### src/rtl/trap_pkg.sv
package trap_pkg;
  localparam int CAUSE_W    = 8;
  localparam int SLOT_SHIFT = 6;     // call-gate slot of 64 bytes
  localparam int FIX_SHIFT  = 8;     // fixed slots spaced 0x100
  localparam int GATE_BASE  = 'h2000;

  localparam logic [CAUSE_W-1:0] C_RESET  = 8'd0;
  localparam logic [CAUSE_W-1:0] C_MCHK   = 8'd1;
  localparam logic [CAUSE_W-1:0] C_IPI    = 8'd2;
  localparam logic [CAUSE_W-1:0] C_TICK   = 8'd3;
  localparam logic [CAUSE_W-1:0] C_DEV    = 8'd4;
  localparam logic [CAUSE_W-1:0] C_MEMF   = 8'd5;
  localparam logic [CAUSE_W-1:0] C_ARITH  = 8'd6;
  localparam logic [CAUSE_W-1:0] C_UNAL   = 8'd7;
  localparam logic [CAUSE_W-1:0] C_OPDEC  = 8'd8;
endpackage

### src/rtl/trap_irq_pick.sv
module trap_irq_pick #(
  parameter int NUM_IRQ = 4,
  parameter int IPL_W   = 3,
  parameter int LOW_LVL = 3,
  localparam int IDX_W  = (NUM_IRQ > 1) ? $clog2(NUM_IRQ) : 1
) (
  input  logic               clk,
  input  logic               rst,
  input  logic [NUM_IRQ-1:0] req,
  input  logic [IPL_W-1:0]   ipl,
  input  logic               blocked,
  output logic               any,
  output logic [IDX_W-1:0]   idx
);
  logic [NUM_IRQ-1:0] elig;

  // each line has its own level ceiling, one step higher per line
  for (genvar g = 0; g < NUM_IRQ; g++) begin : g_line
    localparam logic [IPL_W:0] CEIL = (IPL_W+1)'(LOW_LVL + g);
    assign elig[g] = req[g] && !blocked && ({1'b0, ipl} <= CEIL);
  end

  // highest index is the most urgent
  always_comb begin
    any = 1'b0;
    idx = '0;
    for (int i = 0; i < NUM_IRQ; i++) begin
      if (elig[i]) begin
        any = 1'b1;
        idx = IDX_W'(i);
      end
    end
  end

  // nothing granted while blocked
  assert_blocked_quiet_R2: assert property (@(posedge clk) disable iff (rst)
    blocked |-> !any);

  // the granted line is requested and within its level ceiling
  assert_grant_eligible_R3: assert property (@(posedge clk) disable iff (rst)
    any |-> (req[idx] && ({1'b0, ipl} <= ((IPL_W+1)'(LOW_LVL) + (IPL_W+1)'(idx)))));
endmodule

### src/rtl/trap_vec_gen.sv
module trap_vec_gen
  import trap_pkg::*;
#(
  parameter int XLEN = 64
) (
  input  logic [CAUSE_W-1:0] code,
  output logic [XLEN-1:0]    offset
);
  logic is_gate;
  logic known_fixed;

  assign is_gate     = code[CAUSE_W-1];
  assign known_fixed = (code <= C_OPDEC);

  always_comb begin
    if (is_gate)
      offset = XLEN'(GATE_BASE) + (XLEN'(code[CAUSE_W-2:0]) << SLOT_SHIFT);
    else if (known_fixed)
      offset = XLEN'(code) << FIX_SHIFT;
    else
      offset = XLEN'(C_OPDEC) << FIX_SHIFT;
  end
endmodule

### src/rtl/trap_entry_ctrl.sv
module trap_entry_ctrl
  import trap_pkg::*;
#(
  parameter int XLEN    = 64,
  parameter int NUM_IRQ = 4,
  parameter int IPL_W   = 3,
  parameter int LOW_LVL = 3
) (
  input  logic               clk,
  input  logic               rst,
  input  logic [NUM_IRQ-1:0] irq_req,
  input  logic [IPL_W-1:0]   ipl,
  input  logic               hmode_in,
  input  logic [XLEN-1:0]    cur_pc,
  input  logic [XLEN-1:0]    hbase,
  input  logic               exc_req,
  input  logic [CAUSE_W-1:0] exc_code,
  output logic               ent_valid,
  output logic [CAUSE_W-1:0] ent_cause,
  output logic [XLEN-1:0]    ent_pc,
  output logic [XLEN-1:0]    ent_ret,
  output logic               ent_hmode
);
  localparam int IDX_W = (NUM_IRQ > 1) ? $clog2(NUM_IRQ) : 1;

  logic               irq_any;
  logic [IDX_W-1:0]   irq_idx;
  logic [CAUSE_W-1:0] irq_code;
  logic [CAUSE_W-1:0] sel_code;
  logic [XLEN-1:0]    sel_off;
  logic               take;

  trap_irq_pick #(
    .NUM_IRQ (NUM_IRQ),
    .IPL_W   (IPL_W),
    .LOW_LVL (LOW_LVL)
  ) u_pick (
    .clk     (clk),
    .rst     (rst),
    .req     (irq_req),
    .ipl     (ipl),
    .blocked (hmode_in),
    .any     (irq_any),
    .idx     (irq_idx)
  );

  // most urgent line (top index) maps to the lowest code
  assign irq_code = CAUSE_W'(NUM_IRQ) - CAUSE_W'(irq_idx);
  assign sel_code = exc_req ? exc_code : irq_code;
  assign take     = exc_req || irq_any;

  trap_vec_gen #(.XLEN(XLEN)) u_vec (
    .code   (sel_code),
    .offset (sel_off)
  );

  always_ff @(posedge clk) begin
    if (rst) begin
      ent_valid <= 1'b0;
      ent_cause <= '0;
      ent_pc    <= '0;
      ent_ret   <= '0;
      ent_hmode <= 1'b0;
    end else begin
      ent_valid <= take;
      ent_hmode <= take || hmode_in;
      if (take) begin
        ent_cause <= sel_code;
        ent_pc    <= hbase + sel_off;
        ent_ret   <= cur_pc | XLEN'(hmode_in);
      end
    end
  end

  // an entry in handler mode can only come from a synchronous request
  assert_hmode_no_irq_R2: assert property (@(posedge clk) disable iff (rst)
    (ent_valid && !$past(exc_req)) |-> !$past(hmode_in));

  // synchronous request wins and shows its own code next cycle
  assert_sync_wins_R9: assert property (@(posedge clk) disable iff (rst)
    exc_req |=> (ent_valid && ent_cause == $past(exc_code)));

  // return tag carries the prior mode
  assert_ret_tag_R5: assert property (@(posedge clk) disable iff (rst)
    ent_valid |-> (ent_ret[0] == ($past(hmode_in) | $past(cur_pc[0]))));

  // every entry switches into handler mode
  assert_enter_hmode_R6: assert property (@(posedge clk) disable iff (rst)
    ent_valid |-> ent_hmode);

  // call-gate targets stay within their window above the base
  assert_gate_window_R8: assert property (@(posedge clk) disable iff (rst)
    (ent_valid && ent_cause[CAUSE_W-1]) |->
      ((ent_pc - $past(hbase)) >= XLEN'(GATE_BASE) &&
       (ent_pc - $past(hbase)) <  XLEN'(GATE_BASE + (1 << (CAUSE_W-1+SLOT_SHIFT)))));
endmodule

### config.mk
export PLATFORM = sky130hd
export DESIGN_NAME = trap_entry_ctrl
export DESIGN_NICKNAME = d
export VERILOG_FILES = /design/src/rtl/trap_pkg.sv /design/src/rtl/trap_irq_pick.sv /design/src/rtl/trap_vec_gen.sv /design/src/rtl/trap_entry_ctrl.sv
export SDC_FILE = /design/constraint.sdc
export NUM_CORES = 1
export LEC_CHECK = 0
export ABC_CLOCK_PERIOD_IN_PS = 3300
export BUFFER_PORTS_ARGS = -buffer_cell sky130_fd_sc_hd__buf_2
export CAP_MARGIN = 30
export CORE_ASPECT_RATIO = 1.75
export CORE_MARGIN = 2
export CORE_UTILIZATION = 43
export DETAILED_ROUTE_END_ITERATION = 7
export HOLD_SLACK_MARGIN = 0.02
export MAX_ROUTING_LAYER = met4
export PLACE_DENSITY = 0.77
export SLEW_MARGIN = 10
export SYNTH_ARGS = -nofsm -noshare
export SYNTH_HDL_FRONTEND = slang
export SYNTH_SLANG_ARGS = --single-unit
### constraint.sdc
create_clock -name clk -period 3.3 [get_ports clk]
set_input_delay 0.33 -clock clk [delete_from_list [all_inputs] [get_ports clk]]
set_output_delay 0.33 -clock clk [all_outputs]
set_load 0.01 [all_outputs]
==> run_results.csv, run 1 <==
group,metric,value,unit
status,status,"finished clean",
clock_network,h-tree-depth,4,
layout,final_common_cell,"buf_2",
hold_path,hold-path-endpoint,"ent_ret[16]$_SDFFE_PP0P_",
clock_network,clk_latency,0.41,ns
drt,avgViaCountPerCell,5.34,
critical_path,crit_path_start_kind,"input port",
critical_path,critPathKind,"in -> reg",
synthesis,avgSynthCellArea,8.00,µm²
timing,tightest_slew,0.843,ns
place,gp_congestion,0.941,
critical_path,path_max_fanout,16,
synthesis,synth_area,6290,µm²
power,p_leak,4.20,nW
hold_path,hp-class,"in -> reg",
floorplan,dieWidth,95.4,µm
synthesis,yosysUniqueCellTypes,48,
drt,wl_per_cell,16.0,µm
floorplan,die_area,15600,µm²
power,finalPower,4.66,mW
timing,period_needed,3.29,ns
clock_network,cts.sinks,138,
layout,fin_nets,1240,
floorplan,coreArea,14400,µm²
timing,final_max_slew_viol_count,0,
layout,antenna_cells,0,
drt,ant_nets,0,
place,io_buffers,284,
grt,antenna_found_initial,0,
timing,setup_viol,0,
power,worst_ir_drop_vdd,0.287,mV
synthesis,yosys.area.top_type,"dfxtp_1",
timing,relSlewSlack,0.438,
critical_path,rr_endpoint,"ent_pc[33]$_SDFFE_PP0P_",
synthesis,synth-main-ff-cell,"dfxtp_1",
flow_run,maxCapViolCount,0,
synthesis,synthTopCellsByArea,"dfxtp_1 44%, nand2_1 10%, a21oi_1 7.2%, a211oi_1 3.9%, nor2_1 3.9%",
drt,drtIter0Drc,272,
synthesis,synth_edf_count,0,
floorplan,die_y,164,µm
clock_network,cts_buffers,17,
hold_path,holdPathStages,3,
drt,drt_first_pass_iters,5,
floorplan,core.rowCount,58,
timing,rsz0062_at_grt,"true",
floorplan,ios,285,
floorplan,initial_core_util,0.438,
critical_path,endpoint_kind,"flip-flop",
critical_path,reg2reg_depth,2,
grt,grt_use_total,0.260,
clock_network,cts_tree,"built",
critical_path,worstPathRequired,3.62,ns
grt,grt_pass1_wl,31.0,mm
synthesis,synth_seq_area_share,0.439,
synthesis,ys_ff_latch,138,
drt,routed_wl,20.4,mm
timing,fmax,304,MHz
critical_path,rrSetupSlack,2.49,ns
grt,grt_pass1_vias,6289,
synthesis,synth_cells,786,
place,hpwl,15.0,mm
clock_network,clkTransAtPathRegs,0.06,ns
timing,whs,0.153,ns
layout,drive_gt1_frac,0.348,
timing,hold_viol,0,
layout,area_growth,41.6,%
layout,fin_util,0.620,
critical_path,arrival,3.61,ns
grt,grt_overflow,0,
critical_path,reg2reg_from,"ent_pc[33]$_SDFFE_PP0P_",
timing,fin_crit_sh,0.996,
layout,final_cell_mix,"281 x buf_2, 172 x nand2_1, 138 x dfxtp_1",
grt,grt_max_degree,47,
drt,post-route-drc-count,0,
clock_network,ctsLongestPathBuffers,2,
drt,vias,6809,
clock_network,root_buffer,"clkbuf_16",
synthesis,yosysTopAreaCellShare,0.439,
power,power.density,524,nW/µm²
synthesis,ys_async_sr_fraction,0,
timing,fin_skew,0,ns
synthesis,synth_nets,944,
hold_path,worstHoldStart,"cur_pc[16]",
synthesis,yosys_warnings,0,
clock_network,postCtsHoldBufs,0,
## per-stage QoR
step           area, µm²  TNS [ns]  std cells  worst slack, ns
4_1_cts             8690         0       1268           0.0720
3_5_place_dp        8080     -9.60       1236           -0.340
3_3_place_gp        8080     -4.41       1236           -0.233
6_report            8910         0       1275           0.0136
2_1_floorplan       6320   -0.0446        786          -0.0446
5_1_grt             8910     -1.19       1275           -0.120
## cells in the mapped netlist, types with 13 or more instances
cell type / instances
a21oi_1: 90
dfxtp_1: 138
nand3_1: 24
xor2_1: 19
nand2_1: 172
xnor2_1: 18
o21ai_0: 15
nor2_1: 66
a311oi_1: 13
clkbuf_1: 50
inv_1: 15
a211oi_1: 33
## worst max-delay path by stage
stage / startpoint / end
2_1_floorplan: ipl[1] / ent_pc[49]$_SDFFE_PP0P_
3_3_place_gp: ipl[1] / ent_pc[24]$_SDFFE_PP0P_
3_5_place_dp: ipl[1] / ent_pc[24]$_SDFFE_PP0P_
4_1_cts: ipl[1] / ent_pc[24]$_SDFFE_PP0P_
5_1_grt: ipl[1] / ent_pc[60]$_SDFFE_PP0P_
6_report: ipl[1] / ent_pc[41]$_SDFFE_PP0P_
## power breakdown
part           switching, mW  internal, mW  total (mW)  leakage (nW)
Combinational          0.479         0.350       0.829          2.77
Clock                  0.765          1.20        1.97         0.282
Sequential            0.0643          1.80        1.87          1.15
## flip-flops by register name, indices dropped and copies added, names as in the netlist
register   cells
ent_cause      8
ent_ret       64
ent_valid      1
ent_hmode      1
ent_pc        64
## worst max-delay path, stage by stage
cell,delay [ns]
buf_8,0.10
o21ai_4,0.15
a41oi_2,0.14
a311o_1,0.40
ha_2,0.20
mux2_4,0.27
a22o_1,0.22
ha_4,0.29
nand4b_1,0.17
a211oi_4,0.34
o211ai_1,0.15
buf_6,0.18
or4_1,0.41
a311oi_2,0.25
## final cells by class
type	count	area (µm²)
Tap cell	180	225
Timing Repair Buffer	330	1830
Clock inverter	12	165
Multi-Input combinational cell	580	3430
Sequential cell	138	2760
Fill cell	1325	5460
Inverter	15	56.3
Clock buffer	20	437
## metal layers
layer	global-route usage	vias up	part of all wire
li1	-	3353	-
met1	0.285	3105	0.37
met2	0.441	290	0.52
met3	0.0528	61	0.069
met4	0.127	0	0.040
met5	-	-	0
## what timing repair did
action	CTS	global route
endpoints found under the setup margin	0	30
gates resized for setup	0	27
buffers inserted	0	7
## kinds of logic (layout without fill, tap and decap cells)
kind of cell	Yosys count	in the layout	synth area share
simple gates	336	336	0.244
mux	3	3	0.00497
fa+ha+maj	11	11	0.0231
other cells	1	1	0.000596
compound gates	192	192	0.196
flops	138	138	0.439
buf+inv	68	377	0.0406
xor+xnor	37	37	0.0515
(Power assumes the default switching activity.)
==> inputs of run 2 (changes only) <==
--- a/config.mk
+++ b/config.mk
@@ -5,16 +5,17 @@
 export SDC_FILE = /design/constraint.sdc
 export NUM_CORES = 1
 export LEC_CHECK = 0
-export ABC_CLOCK_PERIOD_IN_PS = 3300
+export ABC_CLOCK_PERIOD_IN_PS = 4200
 export BUFFER_PORTS_ARGS = -buffer_cell sky130_fd_sc_hd__buf_2
 export CAP_MARGIN = 30
 export CORE_ASPECT_RATIO = 1.75
 export CORE_MARGIN = 2
-export CORE_UTILIZATION = 43
+export CORE_UTILIZATION = 47
 export DETAILED_ROUTE_END_ITERATION = 7
+export GPL_ROUTABILITY_DRIVEN = 0
 export HOLD_SLACK_MARGIN = 0.02
 export MAX_ROUTING_LAYER = met4
-export PLACE_DENSITY = 0.77
+export PLACE_DENSITY = 0.8
 export SLEW_MARGIN = 10
 export SYNTH_ARGS = -nofsm -noshare
 export SYNTH_HDL_FRONTEND = slang
==> constraint.sdc (replaced) <==
create_clock -name clk -period 4.2 [get_ports clk]
set_input_delay 0.42 -clock clk [delete_from_list [all_inputs] [get_ports clk]]
set_output_delay 0.42 -clock clk [all_outputs]
set_load 0.01 [all_outputs]
==> run_results.csv, run 2 (synthesis gave the netlist of run 1 again) <==
group,metric,value,unit
power,p_leak,3.95,nW
critical_path,worstPathRequired,4.52,ns
hold_path,holdPathStages,3,
drt,ant_nets,0,
layout,area_growth,34.3,%
power,p_comb_frac,0.166,
timing,fmax,283,MHz
timing,tns,0,ns
hold_path,hp-class,"in -> reg",
critical_path,critPathKind,"in -> reg",
layout,fin_nets,1204,
timing,fin_crit_sh,0.842,
layout,drive_gt1_frac,0.315,
clock_network,cts_resized,0,
floorplan,die_y,157,µm
grt,grt_use_total,0.272,
floorplan,dieWidth,91.4,µm
drt,vias,6545,
place,hpwl,14.6,mm
floorplan,ios,285,
timing,relSlewSlack,0.429,
power,internal_power,2.61,mW
place,dp_cells,1197,
floorplan,initial_core_util,0.484,
layout,multi_input_area,3280,µm²
power,worst_ir_drop_vdd,0.252,mV
clock_network,root_buffer,"clkbuf_16",
drt,drtIter0Drc,269,
drt,routed_wl,19.4,mm
critical_path,crit_path_start_kind,"input port",
layout,antenna_cells,0,
critical_path,rr_endpoint,"ent_pc[21]$_SDFFE_PP0P_",
place,io_buffers,284,
layout,seq_area,2760,µm²
clock_network,h-tree-depth,4,
status,status,"finished clean",
layout,nFillCells,1206,
power,power.density,430,nW/µm²
timing,whs,0.243,ns
critical_path,rrSetupSlack,3.46,ns
timing,period_needed,3.54,ns
timing,fin_skew,0,ns
drt,wl_per_cell,15.8,µm
layout,final_common_cell,"buf_2",
critical_path,reg2reg_from,"ent_pc[21]$_SDFFE_PP0P_",
timing,rsz0062_at_grt,"false",
timing,hold_viol,0,
drt,avgViaCountPerCell,5.32,
clock_network,clkTransAtPathRegs,0.07,ns
grt,grt_pass1_wl,30.2,mm
clock_network,ctsLongestPathBuffers,2,
critical_path,path_max_fanout,11,
layout,fin_cells,1230,
power,p_switching,1.02,mW
layout,final_cell_mix,"283 x buf_2, 172 x nand2_1, 138 x dfxtp_1",
hold_path,worstHoldStart,"cur_pc[38]",
flow_run,maxCapViolCount,0,
timing,tightest_slew,0.857,ns
grt,antenna_found_initial,0,
timing,final_max_slew_viol_count,0,
grt,grt_pass1_vias,6146,
clock_network,postCtsHoldBufs,0,
grt,grt_overflow,0,
grt,grt_max_degree,79,
critical_path,endpoint_kind,"flip-flop",
clock_network,clk_latency,0.41,ns
clock_network,postCtsSetupRepairBufs,0,
drt,drt_first_pass_iters,6,
critical_path,reg2reg_depth,2,
power,clkPwrFrac,0.429,
clock_network,cts.sinks,138,
timing,setup_viol,0,
floorplan,core.rowCount,55,
hold_path,hold-path-endpoint,"ent_ret[38]$_SDFFE_PP0P_",
clock_network,cts_buffers,17,
floorplan,die_area,14400,µm²
layout,fin_util,0.649,
critical_path,arrival,3.85,ns
drt,post-route-drc-count,0,
clock_network,cts_tree,"built",
floorplan,coreArea,13000,µm²
layout,reg_top3,"ent_pc: 64 flops, ent_ret: 64 flops, ent_cause: 8 flops",
power,power_frac_seq,0.404,
power,switching_share,0.281,
-- run 2: critical path: stages --
cell and delay [ns]:
buf_2 0.12, o21ai_0 0.21, a41oi_1 0.15, a311o_1 0.39, ha_1 0.21, mux2_2 0.27
a22o_1 0.20, ha_1 0.34, o211ai_1 0.12, a211oi_1 0.32, o21ai_0 0.13, buf_4 0.20
or3_1 0.39, xor2_1 0.15, a211oi_1 0.23
-- run 2: how the worst max path moves through the flow --
stage	startpoint	to	slack [ns]
6_report	ipl[1]	ent_pc[24]$_SDFFE_PP0P_	0.66
5_1_grt	ipl[1]	ent_pc[24]$_SDFFE_PP0P_	0.43
4_1_cts	ipl[1]	ent_pc[24]$_SDFFE_PP0P_	0.66
3_5_place_dp	ipl[1]	ent_pc[21]$_SDFFE_PP0P_	0.27
3_3_place_gp	ipl[1]	ent_pc[63]$_SDFFE_PP0P_	0.36
2_1_floorplan	ipl[1]	ent_pc[49]$_SDFFE_PP0P_	0.54
-- run 2: stage by stage --
stage	instance area, µm²	total power, mW	setup WS, ns
6_report	8440	3.63	0.663
3_5_place_dp	7820	2.10	0.273
3_3_place_gp	7820	2.09	0.358
5_1_grt	8440	3.79	0.428
2_1_floorplan	6290	1.82	0.536
4_1_cts	8440	3.66	0.661
-- run 2: power by group through the flow --
stage          Combinational [mW]  Clock, mW  Sequential, mW
3_5_place_dp                0.604          0            1.49
2_1_floorplan               0.273          0            1.55
3_3_place_gp                0.594          0            1.49
6_report                    0.603       1.56            1.47
5_1_grt                     0.665       1.65            1.48
4_1_cts                     0.606       1.59            1.47
-- run 2: layer usage --
layer / part of all wire / wire, µm / global-route usage / vias up
met5: 0 / 0 / - / -
met4: 0.040 / 769 / 0.144 / 0
met3: 0.057 / 1100 / 0.0613 / 46
met2: 0.52 / 10200 / 0.471 / 240
met1: 0.38 / 7340 / 0.288 / 2962
li1: - / - / - / 3297
-- run 2: layout make-up --
class	instances	share of cell area
clock buffers	17	0.0504
clock inverters	15	0.0224
inverters	15	0.00667
multi-input cells	580	0.389
flip-flops and latches	138	0.327
well taps	171	0.0253
repair buffers	294	0.179
